## src/rtl/tpll_pkg.sv

```systemverilog
package tpll_pkg;

    localparam int BAND_W    = 4;
    localparam int TEST_W    = 2;
    localparam int NDIV_W    = 13;
    localparam int SHORT_LEN = 18;
    localparam int LONG_LEN  = 19;
    localparam int CNT_W     = $clog2(LONG_LEN + 1);
    localparam int REF_W     = 11;
    localparam int REF_LOW   = 640;
    localparam int REF_LONG  = 1024;
    localparam int REF_SHORT = 512;
    localparam int DEF_NDIV  = 512;
    localparam int LOCK_N    = 4;

    typedef enum logic [TEST_W-1:0] {
        TM_LOCK  = 2'b00,
        TM_DIV   = 2'b01,
        TM_REF   = 2'b10,
        TM_LOCKB = 2'b11
    } test_e;

    typedef struct packed {
        logic [BAND_W-1:0] band;
        test_e             test;
        logic [NDIV_W-1:0] ratio;
        logic              long_word;
    } settings_t;

    localparam settings_t SET_RESET = '{
        band: '0, test: TM_LOCK, ratio: NDIV_W'(DEF_NDIV), long_word: 1'b0};

    function automatic settings_t unpack_word(input logic [LONG_LEN-1:0] sr,
                                              input logic is_long);
        settings_t s;
        if (is_long) begin
            s.band  = sr[18:15];
            s.test  = test_e'(sr[14:13]);
            s.ratio = sr[12:0];
        end else begin
            s.band  = sr[17:14];
            s.test  = test_e'(sr[13:12]);
            s.ratio = {1'b0, sr[11:0]};
        end
        s.long_word = is_long;
        return s;
    endfunction

    function automatic logic [REF_W-1:0] ref_ratio(input logic mode, input logic is_long);
        if (!mode)   return REF_W'(REF_LOW);
        if (is_long) return REF_W'(REF_LONG);
        return REF_W'(REF_SHORT);
    endfunction

endpackage

```

## src/rtl/tpll_serial_if.sv

```systemverilog
module tpll_serial_if
    import tpll_pkg::*;
(
    input  logic      clk,
    input  logic      rst,
    input  logic      ser_clk,
    input  logic      ser_data,
    input  logic      ser_en,
    output settings_t settings,
    output logic      load
);
    logic                sclk_q, en_q, done;
    logic [CNT_W-1:0]    bit_cnt;
    logic [LONG_LEN-1:0] sr;
    logic [LONG_LEN-1:0] sr_next;
    logic                sclk_fall, en_fall;

    assign sclk_fall = sclk_q & ~ser_clk;
    assign en_fall   = en_q & ~ser_en;
    assign sr_next   = {sr[LONG_LEN-2:0], ser_data};

    always_ff @(posedge clk) begin
        if (rst) begin
            sclk_q   <= 1'b0;
            en_q     <= 1'b0;
            done     <= 1'b0;
            bit_cnt  <= '0;
            sr       <= '0;
            settings <= SET_RESET;
            load     <= 1'b0;
        end else begin
            sclk_q <= ser_clk;
            en_q   <= ser_en;
            load   <= 1'b0;
            if (!ser_en) begin
                bit_cnt <= '0;
                done    <= 1'b0;
                if (en_fall && !done && bit_cnt == CNT_W'(SHORT_LEN)) begin
                    settings <= unpack_word(sr, 1'b0);
                    load     <= 1'b1;
                end
            end else if (sclk_fall && !done) begin
                sr      <= sr_next;
                bit_cnt <= bit_cnt + 1'b1;
                if (bit_cnt == CNT_W'(LONG_LEN - 1)) begin
                    settings <= unpack_word(sr_next, 1'b1);
                    load     <= 1'b1;
                    done     <= 1'b1;
                end
            end
        end
    end
endmodule

```

## src/rtl/tpll_divider.sv

```systemverilog
module tpll_divider #(
    parameter int W = 11
) (
    input  logic         clk,
    input  logic         rst,
    input  logic         restart,
    input  logic         tick,
    input  logic [W-1:0] ratio,
    output logic         pulse
);
    logic [W-1:0] cnt;
    logic [W-1:0] eff;

    assign eff   = (ratio < W'(2)) ? W'(2) : ratio;
    assign pulse = tick && (cnt >= eff - 1'b1);

    always_ff @(posedge clk) begin
        if (rst || restart)
            cnt <= '0;
        else if (tick)
            cnt <= pulse ? '0 : cnt + 1'b1;
    end
endmodule

```

## src/rtl/tpll_phase_lock.sv

```systemverilog
module tpll_phase_lock
    import tpll_pkg::*;
(
    input  logic clk,
    input  logic rst,
    input  logic restart,
    input  logic ref_p,
    input  logic div_p,
    output logic src,
    output logic snk,
    output logic locked
);
    localparam int LW = $clog2(LOCK_N + 1);
    logic          up_n, dn_n;
    logic [LW-1:0] good;

    assign up_n   = src | div_p;
    assign dn_n   = snk | ref_p;
    assign locked = (good == LW'(LOCK_N));

    always_ff @(posedge clk) begin
        if (rst || restart) begin
            src <= 1'b0;
            snk <= 1'b0;
        end else if (up_n && dn_n) begin
            src <= 1'b0;
            snk <= 1'b0;
        end else begin
            src <= up_n;
            snk <= dn_n;
        end
    end

    always_ff @(posedge clk) begin
        if (rst)
            good <= '0;
        else if (src || snk)
            good <= '0;
        else if (ref_p && !locked)
            good <= good + 1'b1;
    end
endmodule

```

## src/rtl/tpll_ctrl.sv

```systemverilog
module tpll_ctrl
    import tpll_pkg::*;
(
    input  logic              clk,
    input  logic              rst,
    input  logic              ser_clk,
    input  logic              ser_data,
    input  logic              ser_en,
    input  logic              mode_sel,
    input  logic              fin_tick,
    output logic [BAND_W-1:0] band_out,
    output logic              cp_src,
    output logic              cp_snk,
    output logic              ld_out
);
    settings_t cfg;
    logic      load, ref_p, div_p, locked;

    tpll_serial_if u_ser (
        .clk(clk), .rst(rst), .ser_clk(ser_clk), .ser_data(ser_data),
        .ser_en(ser_en), .settings(cfg), .load(load)
    );

    tpll_divider #(.W(REF_W)) u_refdiv (
        .clk(clk), .rst(rst), .restart(load), .tick(1'b1),
        .ratio(ref_ratio(mode_sel, cfg.long_word)), .pulse(ref_p)
    );

    tpll_divider #(.W(NDIV_W)) u_progdiv (
        .clk(clk), .rst(rst), .restart(load), .tick(fin_tick),
        .ratio(cfg.ratio), .pulse(div_p)
    );

    tpll_phase_lock u_pfd (
        .clk(clk), .rst(rst), .restart(load), .ref_p(ref_p), .div_p(div_p),
        .src(cp_src), .snk(cp_snk), .locked(locked)
    );

    assign band_out = cfg.band;

    always_comb begin
        case (cfg.test)
            TM_DIV:  ld_out = div_p;
            TM_REF:  ld_out = ref_p;
            default: ld_out = locked;
        endcase
    end
endmodule

```

## config.mk

```make
export PLATFORM = sky130hd
export DESIGN_NAME = tpll_ctrl
export DESIGN_NICKNAME = d
export VERILOG_FILES = /design/src/rtl/tpll_pkg.sv /design/src/rtl/tpll_serial_if.sv /design/src/rtl/tpll_divider.sv /design/src/rtl/tpll_phase_lock.sv /design/src/rtl/tpll_ctrl.sv
export SDC_FILE = /design/constraint.sdc
export NUM_CORES = 1
export LEC_CHECK = 0
export ABC_AREA = 0
export CAP_MARGIN = 20
export CORE_ASPECT_RATIO = 1.5
export CORE_MARGIN = 4
export CORE_UTILIZATION = 47
export CTS_CLUSTER_DIAMETER = 50
export DETAILED_ROUTE_END_ITERATION = 6
export HOLD_SLACK_MARGIN = 0.15
export MAX_ROUTING_LAYER = met4
export PLACE_DENSITY = 0.66
export SETUP_SLACK_MARGIN = 0.3
export SLEW_MARGIN = 20
export SYNTH_ARGS = -nofsm -noshare
export SYNTH_HDL_FRONTEND = slang
export SYNTH_SLANG_ARGS = --single-unit
```

## constraint.sdc

```tcl
create_clock -name clk -period 5.1 [get_ports clk]
set_clock_uncertainty 0.2 [all_clocks]
set_input_delay 1.275 -clock clk [delete_from_list [all_inputs] [get_ports clk]]
set_output_delay 1.275 -clock clk [all_outputs]
set_load 0.1 [all_outputs]
```

==> results of run 1 <==
-- metal layers --
layer  share of wire (%)  wire length [um]
met3                 3.1               218
met2                  51              3610
met1                  44              3140
met4                 2.3               161
met5                   0                 0
-- cells in the final DEF (no fill, tap or decap), drive strengths merged, types with 3 or more instances in the layout --
| cell type | n |
|---|---|
| dfxtp | 76 |
| nor2 | 61 |
| nand2 | 56 |
| ha | 28 |
| a21oi | 26 |
| buf | 24 |
| mux2i | 20 |
| xnor2 | 18 |
| xor2 | 17 |
| inv | 17 |
| a211oi | 16 |
| nand3 | 12 |
| clkdlybuf4s50 | 12 |
| clkbuf | 10 |
| nand4 | 8 |
| nor3 | 7 |
| o21ai | 4 |
| and3 | 4 |
| nand2b | 4 |
| a31oi | 3 |
| a21o | 3 |
| conb | 3 |
| clkinv | 3 |
| nor4 | 3 |
-- worst paths after layout --
path	depth (start not counted)	startpoint	endpoint	slack (ns)
max	17	u_ser.settings[9]	ld_out	-0.64
max reg2reg	16	u_ser.settings[9]	u_progdiv.cnt[0]	0.79
min reg2reg	2	u_ser.sr[17]	u_ser.sr[17]	0.26
min	2	u_ser.sr[17]	u_ser.sr[17]	0.26
-- power breakdown --
group	internal [W]	total [W]	switching, W	leakage (nW)
sequential	0.000599	0.000605	0.00000561	0.615
clock	0.000429	0.000677	0.000249	0.157
combinational	0.0000172	0.0000434	0.0000262	1.05
-- sequential cells by signal (all words and copies together), names as in the netlist --
| name | count |
|---|---|
| u_ser.sclk_q | 1 |
| u_progdiv.cnt | 13 |
| u_ser.settings | 20 |
| u_ser.bit_cnt | 5 |
| u_ser.done | 1 |
| u_ser.en_q | 1 |
| u_ser.load | 1 |
| u_ser.sr | 18 |
| u_pfd.good | 3 |
| u_pfd.snk | 1 |
| u_refdiv.cnt | 11 |
| u_pfd.src | 1 |
-- tightest hold or removal path, delay by kind of cell (launching register included) --
kind            cells  cell delay [ns]
compound gates      1             0.05
flops               1             0.31
simple gates        1             0.05
-- metrics by stage --
step           hold slack, ns  total power, W  cell area [um^2]  TNS [ns]  std cells
2_1_floorplan           0.226        0.000648              3800    -0.192        430
3_3_place_gp            0.236        0.000660              4120   -0.0869        544
3_5_place_dp            0.256        0.000661              4120    -0.190        544
4_1_cts                 0.264         0.00134              4440    -0.578        560
5_1_grt                 0.283         0.00137              4560    -0.827        564
6_report                0.261         0.00133              4560    -0.645        564
-- area by class of cell --
| class | count | share of cell area (%) |
|---|---|---|
| multi-input cells | 318 | 48.6 |
| flip-flops and latches | 76 | 33.4 |
| repair buffers | 36 | 6.94 |
| clock buffers | 10 | 5.02 |
| well taps | 102 | 2.80 |
| clock inverters | 6 | 1.92 |
| inverters | 16 | 1.32 |
-- kinds of logic (layout without fill, tap and decap cells) --
group	after synthesis	count (layout)	synth area share, %
muxes	21	21	5.62
adders and majority gates	28	28	9.32
buffers and inverters	36	68	4.06
xor gates and xnor gates	35	35	8.15
AOI/OAI and AO/OA	60	60	10.8
DFF	76	76	40.5
other	1	3	0.0997
and+or+nand+nor	171	171	21.5
-- repair_timing --
item,in CTS,in global routing
pin swaps,0,17
buffers inserted,0,4
gates resized for setup,0,20
hold buffers,0,0
endpoints found under the setup margin,1,1
hold endpoints to repair,0,0
==> impl_results.md, run 1 <==
- Max_slew headroom: between 30% and 40%
- Die X: between 80 and 90 um
- Cts bufs inserted: 9
- Drt initial violations: 94
- Vias in the first global route: about 2900
- Fin crit period: 5.74 ns
- Largest net degree at the start of global routing: between 40 and 50
- CP startpoint kind: flop
- # IOs: 14
- Yosys warnings: 0
- Crit-path slowest cell: or4_4
- Routability cong.: between 0.7 and 0.8
- Total wire length: about 7000 um
- Worst slew pin tran: between 0.9 and 1 ns
- GRT Max-Usage Layer: met2
- Reg area: 1520 um^2
- Final core utilization: between 50 and 60%
- DRT Pass-1 Iters: 4
- Status: finished with violations
- First-pass GRT wire length: 12600 um
- Static Leak: 1.82 nW
- Gr ovfl total: 0
- Total of max-cap violations: 0
- Most frequent cell after synthesis: dfxtp_1
- CP delay by family, top: simple AND/OR/NAND/NOR gates
- Crit share post-route: 113%
- #FFs+latches synth: 76
- Commonest cells in the netlist: 76 x dfxtp_1, 61 x nor2_1, 55 x nand2_1
- Max VDD drop: about 0.19 mV
- CORE AREA: just under 8000 um^2
- Fillers: between 700 and 800
- Clk Latency, worst-skew pair: approximately 0.34 ns
- Initial Utilization: about half
- Final setup fails: 1
- Met1 Use GR: about a fifth
- Highest Clock Rate: 174 MHz
- Die area: roughly 9500 um^2
- Share of cells above drive strength 1: between 10% and 20%
- Antenna Cells: 0
- Synth Cell Area: around 3800 um^2
- Critical path buffers and inverters: 3
- Clk sinks: 76
- Worst path cell trace: or4_4, or4_4, nor4b_4, buf_4, nor2_2, ha_4, nand2_4, buf_6, nor2_4, xnor2_2, ha_1, nand4_1, nor4_2, o31a_1, a211oi_4, o221ai_4, buf_12
- Ys async rst share: 0%
- Global-route usage over all layers: roughly 17%
- Post-synth EDFFs: 0
- Worst hold path class: flop to flop
- Cell repeated most along the worst path: or4_4
- Crit Path Category: flop to output pin
- Routed Antenna Nets: 0
- Met2 usage: between 20% and 30%
- Port Buffers: 13
- Chip height: approximately 120 um
- Sequential element share of the synthesized area: 40.5%
- Top-area cell type share of the netlist area: between 40% and 50%
- M3 GR Usage: under 10%
- RSZ-0062 raised after global routing: yes
- DRC errors left: 0
- Failing checks: setup timing
- Initial antenna violation count: 0
- CP arrival: 4.27 ns
- Row cnt: 39
- Pre-CTS WS: -0.190 ns
- CTS clock-pin slew for the worst setup and hold paths: roughly 0.060 ns
- Top cells by area, synth: dfxtp_1 40%, ha_1 9.3%, nor2_1 6.1%, nand2_1 5.5%, mux2i_1 5.3%
- Layout Nets: 492
- Max Buffers Root-to-Sink: 2
- Worst Setup Slack, final: -0.645 ns
- Vias: between 2000 and 3000
- Worst setup EP type: output pin
- Synth Area per Inst: 8.78 um^2
- Crit path required time: 3.62 ns
- Area growth, synth to finish: 21.4%
- CTS root buf: clkbuf_16
- Final Slew Violations: 0
- Via density: roughly 5.2
- Area leader, netlist: dfxtp_1
- Slowest Stage Delay on Critical Path: around 0.53 ns
- Top_reg_cell synth: dfxtp_1
- Yosys cell types: 45
- CTS tree: yes
- PD cells: 290 nW/um^2
- Wire per inst: ~13 um
- H-tree levels: 3
- Post-synthesis cell count: between 400 and 500
- Final HPWL DP: about 5000 um
- Endpoints failing hold: 0
- Worst-path fanout max: 3
- Area of the multi-input gates: ~2200 um^2
Note: power is estimated with default switching activity, not from simulation.
==> inputs of run 2 (changes only) <==
Settings changed: CORE_ASPECT_RATIO 1.5 to 1.1, SETUP_SLACK_MARGIN 0.3 to unset.
==> run 2 against run 1 <==
Effect of this change:
- the flow still finishes with violations (setup timing)
- combinational power about the same
- first-iteration DRC count shrank 11%
- non-clock buffer count stayed put
- sequential share of layout area rose by 0.79 points
- wire length decreased by 4.4%
- power down 9.9%
- die area down 0.29%
- sequential power hardly changed
- register-to-register slack improved by 0.10 ns
- fmax grew 5.2%
- critical path type unchanged
- largest cell class unchanged
- largest power group is now sequential cells
- highest routed layer unchanged
==> impl_results.md, run 2 (same netlist as run 1, synthesis figures left out) <==
- PnR Total Power: between 0.001 and 0.0015 W
- Die area: roughly 9500 um^2
- Highest Clock Rate: about 180 MHz
- Row cnt: 33
- Worst Setup Slack, final: -0.360 ns
- Layout Nets: between 400 and 500
- Area growth, synth to finish: 18.5%
- Static Leak: 1.77 nW
- Total wire length: 6820 um
- Most frequent cells in the layout: 75 x dfxtp_1, 60 x nor2_1, 54 x nand2_1
- CP arrival: slightly below 4 ns
- Share of cells above drive strength 1: between 10 and 15%
- Routed Antenna Nets: 0
- Final HPWL DP: between 4000 and 5000 um
- Top Registers: u_ser.settings (20), u_ser.sr (18), u_progdiv.cnt (13)
- First-pass GRT wire length: between 10000 and 15000 um
- Fin crit period: 5.46 ns
- Failing checks: setup timing
- Placed cell count: about 550
- Status: finished with violations
- Port Buffers: 13
- CTS clock-pin slew for the worst setup and hold paths: ~0.080 ns
- Endpoints failing hold: 0
- Worst-path fanout max: 4
- Worst slew pin tran: just under 1 ns
- Vias: 2865
- Crit path required time: 3.62 ns
- Clk sinks: 76
- DRC errors left: 0
- Slowest Stage Delay on Critical Path: 0.52 ns
- Routability cong.: 0.921
- Crit share post-route: 107%
- Total of max-cap violations: 0
- H-tree levels: 3
- # IOs: 14
- Max VDD drop: about 0.14 mV
- CORE AREA: around 7600 um^2
- CTS root buf: clkbuf_8
- Initial antenna violation count: 0
- Worst setup EP type: output pin
- Drt initial violations: 84
- DRT Pass-1 Iters: 4
- Vias in the first global route: roughly 2800
- Leading cell type in the layout, fill and taps excluded: dfxtp_1
- Die X: about 93 um
- Max_slew headroom: 34.8%
- RSZ-0062 raised after global routing: yes
- Initial Utilization: between 40 and 50%
- Critical path buffers and inverters: 3
- Final Slew Violations: 0
- Max FFs per register: 20
- Final core utilization: between 50% and 60%
- Fillers: around 700
- Antenna Cells: 0
- PD cells: around 270 nW/um^2
- Crit Path Category: flop to output pin
- Worst path cell trace: or4_4, or4_4, nor4b_4, buf_4, nor2_2, ha_4, nand2_4, nor3_2, xnor2_1, ha_1, a211oi_2, nor2_1, o31a_1, a211oi_2, buf_4, o221ai_4, buf_12
- Clk Latency, worst-skew pair: roughly 0.35 ns
- Via density: 5.06
- Crit-path slowest cell: or4_4
- Final setup fails: 1
- Final Non-Filler Cells: between 500 and 600
- Worst hold path class: flop to flop
- Gr ovfl total: 0
- CTS tree: yes
- Global-route usage over all layers: between 10% and 20%
- Chip height: roughly 100 um
- Wire per inst: roughly 12 um
- Cts bufs inserted: 9
- Largest net degree at the start of global routing: 44
- CP startpoint kind: flop
- WHS: approximately 0.27 ns
- Most flops, register: u_ser.settings
- CP delay by family, top: simple AND/OR/NAND/NOR gates
- Max Buffers Root-to-Sink: 2
[run 2: layer usage]
metal	vias to the layer above	track usage [%]	wire, um
li1	1520	-	-
met1	1306	20.2	3420
met3	13	4.46	206
met4	0	5.52	113
met5	-	-	0
met2	26	26.5	3070
[run 2: power by group]
group          internal, W  leakage [nW]  switching (W)  total [W]
registers         0.000598         0.614     0.00000572   0.000604
logic            0.0000174          1.04      0.0000261  0.0000435
clock network     0.000323         0.116       0.000223   0.000546
[run 2: layout make-up]
type | instances | area (um^2) | area share [%]
inverters | 16 | 60.1 | 1.35
well taps | 105 | 131 | 2.95
repair buffers | 36 | 313 | 7.02
flip-flops and latches | 76 | 1520 | 34.2
clock inverters | 6 | 111 | 2.50
multi-input cells | 318 | 2190 | 49.2
clock buffers | 9 | 124 | 2.78
[run 2: through the flow]
step | TNS, ns | worst slack [ns] | cell area [um^2]
floorplan | -0.192 | -0.192 | 3800
global placement | -0.0484 | -0.0484 | 4120
detailed placement | -0.122 | -0.122 | 4120
CTS | -0.457 | -0.457 | 4450
global route | -0.554 | -0.554 | 4450
finish | -0.360 | -0.360 | 4450
[run 2: path summary, 6_finish.rpt]
kind / endpoint / cells past startpoint / start / slack, ns
worst min register to register: u_ser.sr[17] / 2 / u_ser.sr[17] / 0.27
worst min-delay path: u_ser.sr[17] / 2 / u_ser.sr[17] / 0.27
worst max-delay path: ld_out / 17 / u_ser.settings[6] / -0.36
worst max register to register: u_progdiv.cnt[9] / 16 / u_ser.settings[6] / 0.89
[run 2: timing repair]
action / in CTS / in global routing
buffers inserted: 4 / 0
gates resized for setup: 11 / 2
pin swaps: 4 / 2
hold buffers: 0 / 0
setup endpoints to repair: 1 / 1
[run 2: worst register-to-register path: stages (launching register included)]
cell and delay [ns]:
dfxtp_2 0.32, or4_4 0.52, or4_4 0.45, nor4b_4 0.24, buf_4 0.16, nor2_2 0.04
ha_4 0.18, nand2_4 0.08, nor3_2 0.05, xnor2_1 0.11, ha_1 0.31, a211oi_2 0.22
nor2_1 0.06, o31a_1 0.30, buf_4 0.14, a2111o_1 0.57, nor2_1 0.17
==> inputs of run 3 (changes only) <==
Settings changed: CELL_PAD_IN_SITES_DETAIL_PLACEMENT set to 1, CELL_PAD_IN_SITES_GLOBAL_PLACEMENT set to 1, CORE_UTILIZATION 47 to 42, PLACE_DENSITY 0.66 to unset, PLACE_DENSITY_LB_ADDON set to 0.1.
==> run 3 against run 2 <==
Effect of this change:
- the flow still finishes with violations (setup timing)
- wire length is 13% higher
- critical path depth is 1 lower
- largest power group unchanged
- register-to-register slack worse by 0.08 ns
==> impl_results.md, run 3 (same netlist as run 1, synthesis figures left out) <==
- Status: finished with violations
- Failing checks: setup timing
- Crit Reg-Reg Startpoint: u_ser.settings[6]
- Cts bufs inserted: 9
- Worst-path fanout max: 4
- Highest Clock Rate: 177 MHz
- Pre-CTS WS: -0.234 ns
- Setup TNS: -0.550 ns
- Drt initial violations: 64
- Wire per inst: approximately 14 um
- Most flops, register: u_ser.settings
- Reg-to-reg endpoint: u_progdiv.cnt[0]
- Worst hold path class: flop to flop
- Gr ovfl total: 0
- Chip height: around 110 um
- WHS: 0.264 ns
- Total of max-cap violations: 0
- Crit share post-route: 111%
- Global-route usage over all layers: ~16%
- Row cnt: 35
- Die area: 10500 um^2
- Share of cells above drive strength 1: about a tenth
- Worst reg2reg path depth: 14
- PnR Total Power: between 0.001 and 0.0015 W
- DRT Pass-1 Iters: 4
- Die X: a little under 100 um
- Worst setup EP type: output pin
- CP arrival: roughly 4.2 ns
- Area growth, synth to finish: 14.0%
- First-pass GRT wire length: between 10000 and 15000 um
- Vias: just under 3000
- Routed Antenna Nets: 0
- Routability cong.: ~0.76
- Layout Nets: approximately 480
- Final HPWL DP: 5560 um
- Placement-stage cell area: about 4100 um^2
- Crit path required time: ~3.6 ns
- Fin crit period: between 5 and 6 ns
- Clk sinks: 76
- Port Buffers: 13
- Final Slew Violations: 0
- Largest net degree at the start of global routing: between 40 and 50
- Max FFs per register: 20
- Post-route cell area: ~4300 um^2
- CTS tree: yes
- CP startpoint kind: flop
- Clk Latency, worst-skew pair: 0.34 ns
- Hold_buf cts: 0
- Static Leak: 1.68 nW
- Top Registers: u_ser.settings (20), u_ser.sr (18), u_progdiv.cnt (13)
- Antenna Cells: 0
- Via density: roughly 5.2
- Crit Path Category: flop to output pin
- RSZ-0062 raised after global routing: yes
- CTS clock-pin slew for the worst setup and hold paths: around 0.08 ns
- Initial antenna violation count: 0
- Endpoints failing hold: 0
- CP endpoint: ld_out
- Vias in the first global route: 2969
- Most frequent cells in the layout: 76 x dfxtp_1, 61 x nor2_1, 54 x nand2_1
- Max Buffers Root-to-Sink: 2
- Worst Setup Slack, final: -0.550 ns
- DRC errors left: 0
- CORE AREA: about 8500 um^2
- Worst reg2reg setup slack: 0.81 ns
- # IOs: 14
- Final setup fails: 1
- Worst slew pin tran: 0.975 ns
- Leading cell type in the layout, fill and taps excluded: dfxtp_1
- CP Launch Point: u_ser.settings[6]
- Max_slew headroom: 34.8%
- Postcts setup bufs: 0
- Max VDD drop: approximately 0.15 mV
- H-tree levels: 3
- Initial Utilization: 44.0%
- Total wire length: ~7700 um
- CTS root buf: clkbuf_8
- PD cells: around 250 nW/um^2
run 3: cell count changes in the layout (fill, tap and decap cells not counted), sizes merged:
cell      change
clkinvlp      +2
buf           -8
bufinv        -3
clkbuf        +2
run 3: cell type report:
cell class	count	area [um^2]
clock buffer	11	131
clock inverter	5	36.3
fill	1026	4250
inverter	16	60.1
multi-input combinational	318	2140
sequential	76	1520
tap	111	139
timing repair buffer	28	253
run 3: where the power goes:
group	total (W)	leakage [nW]	switching, W	internal (W)
Clock	0.000409	0.0760	0.000231	0.000178
Combinational	0.0000438	0.987	0.0000266	0.0000171
Sequential	0.000604	0.614	0.00000616	0.000598
run 3: worst min path at each step:
stage	cells past startpoint	endpoint	slack, ns	startpoint
2_1_floorplan	1	u_refdiv.cnt[0]	0.23	u_refdiv.cnt[0]
3_3_place_gp	1	u_refdiv.cnt[0]	0.24	u_refdiv.cnt[0]
3_5_place_dp	1	u_refdiv.cnt[0]	0.25	u_refdiv.cnt[0]
4_1_cts	2	u_ser.sr[17]	0.27	u_ser.sr[17]
5_1_grt	1	u_pfd.src	0.29	u_pfd.snk
6_report	2	u_ser.sr[17]	0.26	u_ser.sr[17]
run 3: routing by layer:
layer,vias up,track usage (%),wire [um]
li1,1504,-,-
met1,1401,20.2,3940
met2,20,26.3,3530
met3,6,3.51,163
met4,0,3.71,63
met5,-,-,0
run 3: critical path, stage by stage, from the launching register on:
cell	delay, ns
dfxtp_1	0.32
or4_4	0.53
or4_4	0.45
nor4b_4	0.27
nand2b_1	0.17
ha_1	0.19
nand2_2	0.10
nor3_2	0.14
xnor2_1	0.15
ha_1	0.27
a211oi_1	0.25
nor2_1	0.08
o31a_1	0.30
a211oi_2	0.15
buf_4	0.17
o221ai_4	0.10
buf_12	0.18
run 3: metrics by stage:
step	utilization, %	instances
final	50.2	565
after global routing	50.2	565
after CTS	50.1	565
after detailed placement	48.0	549
after global placement	48.0	549
after floorplan	-	430
run 3: what timing repair did:
action	4_1_cts	5_1_grt
pin swaps	0	1
endpoints found under the setup margin	1	1
gates resized for setup	1	2
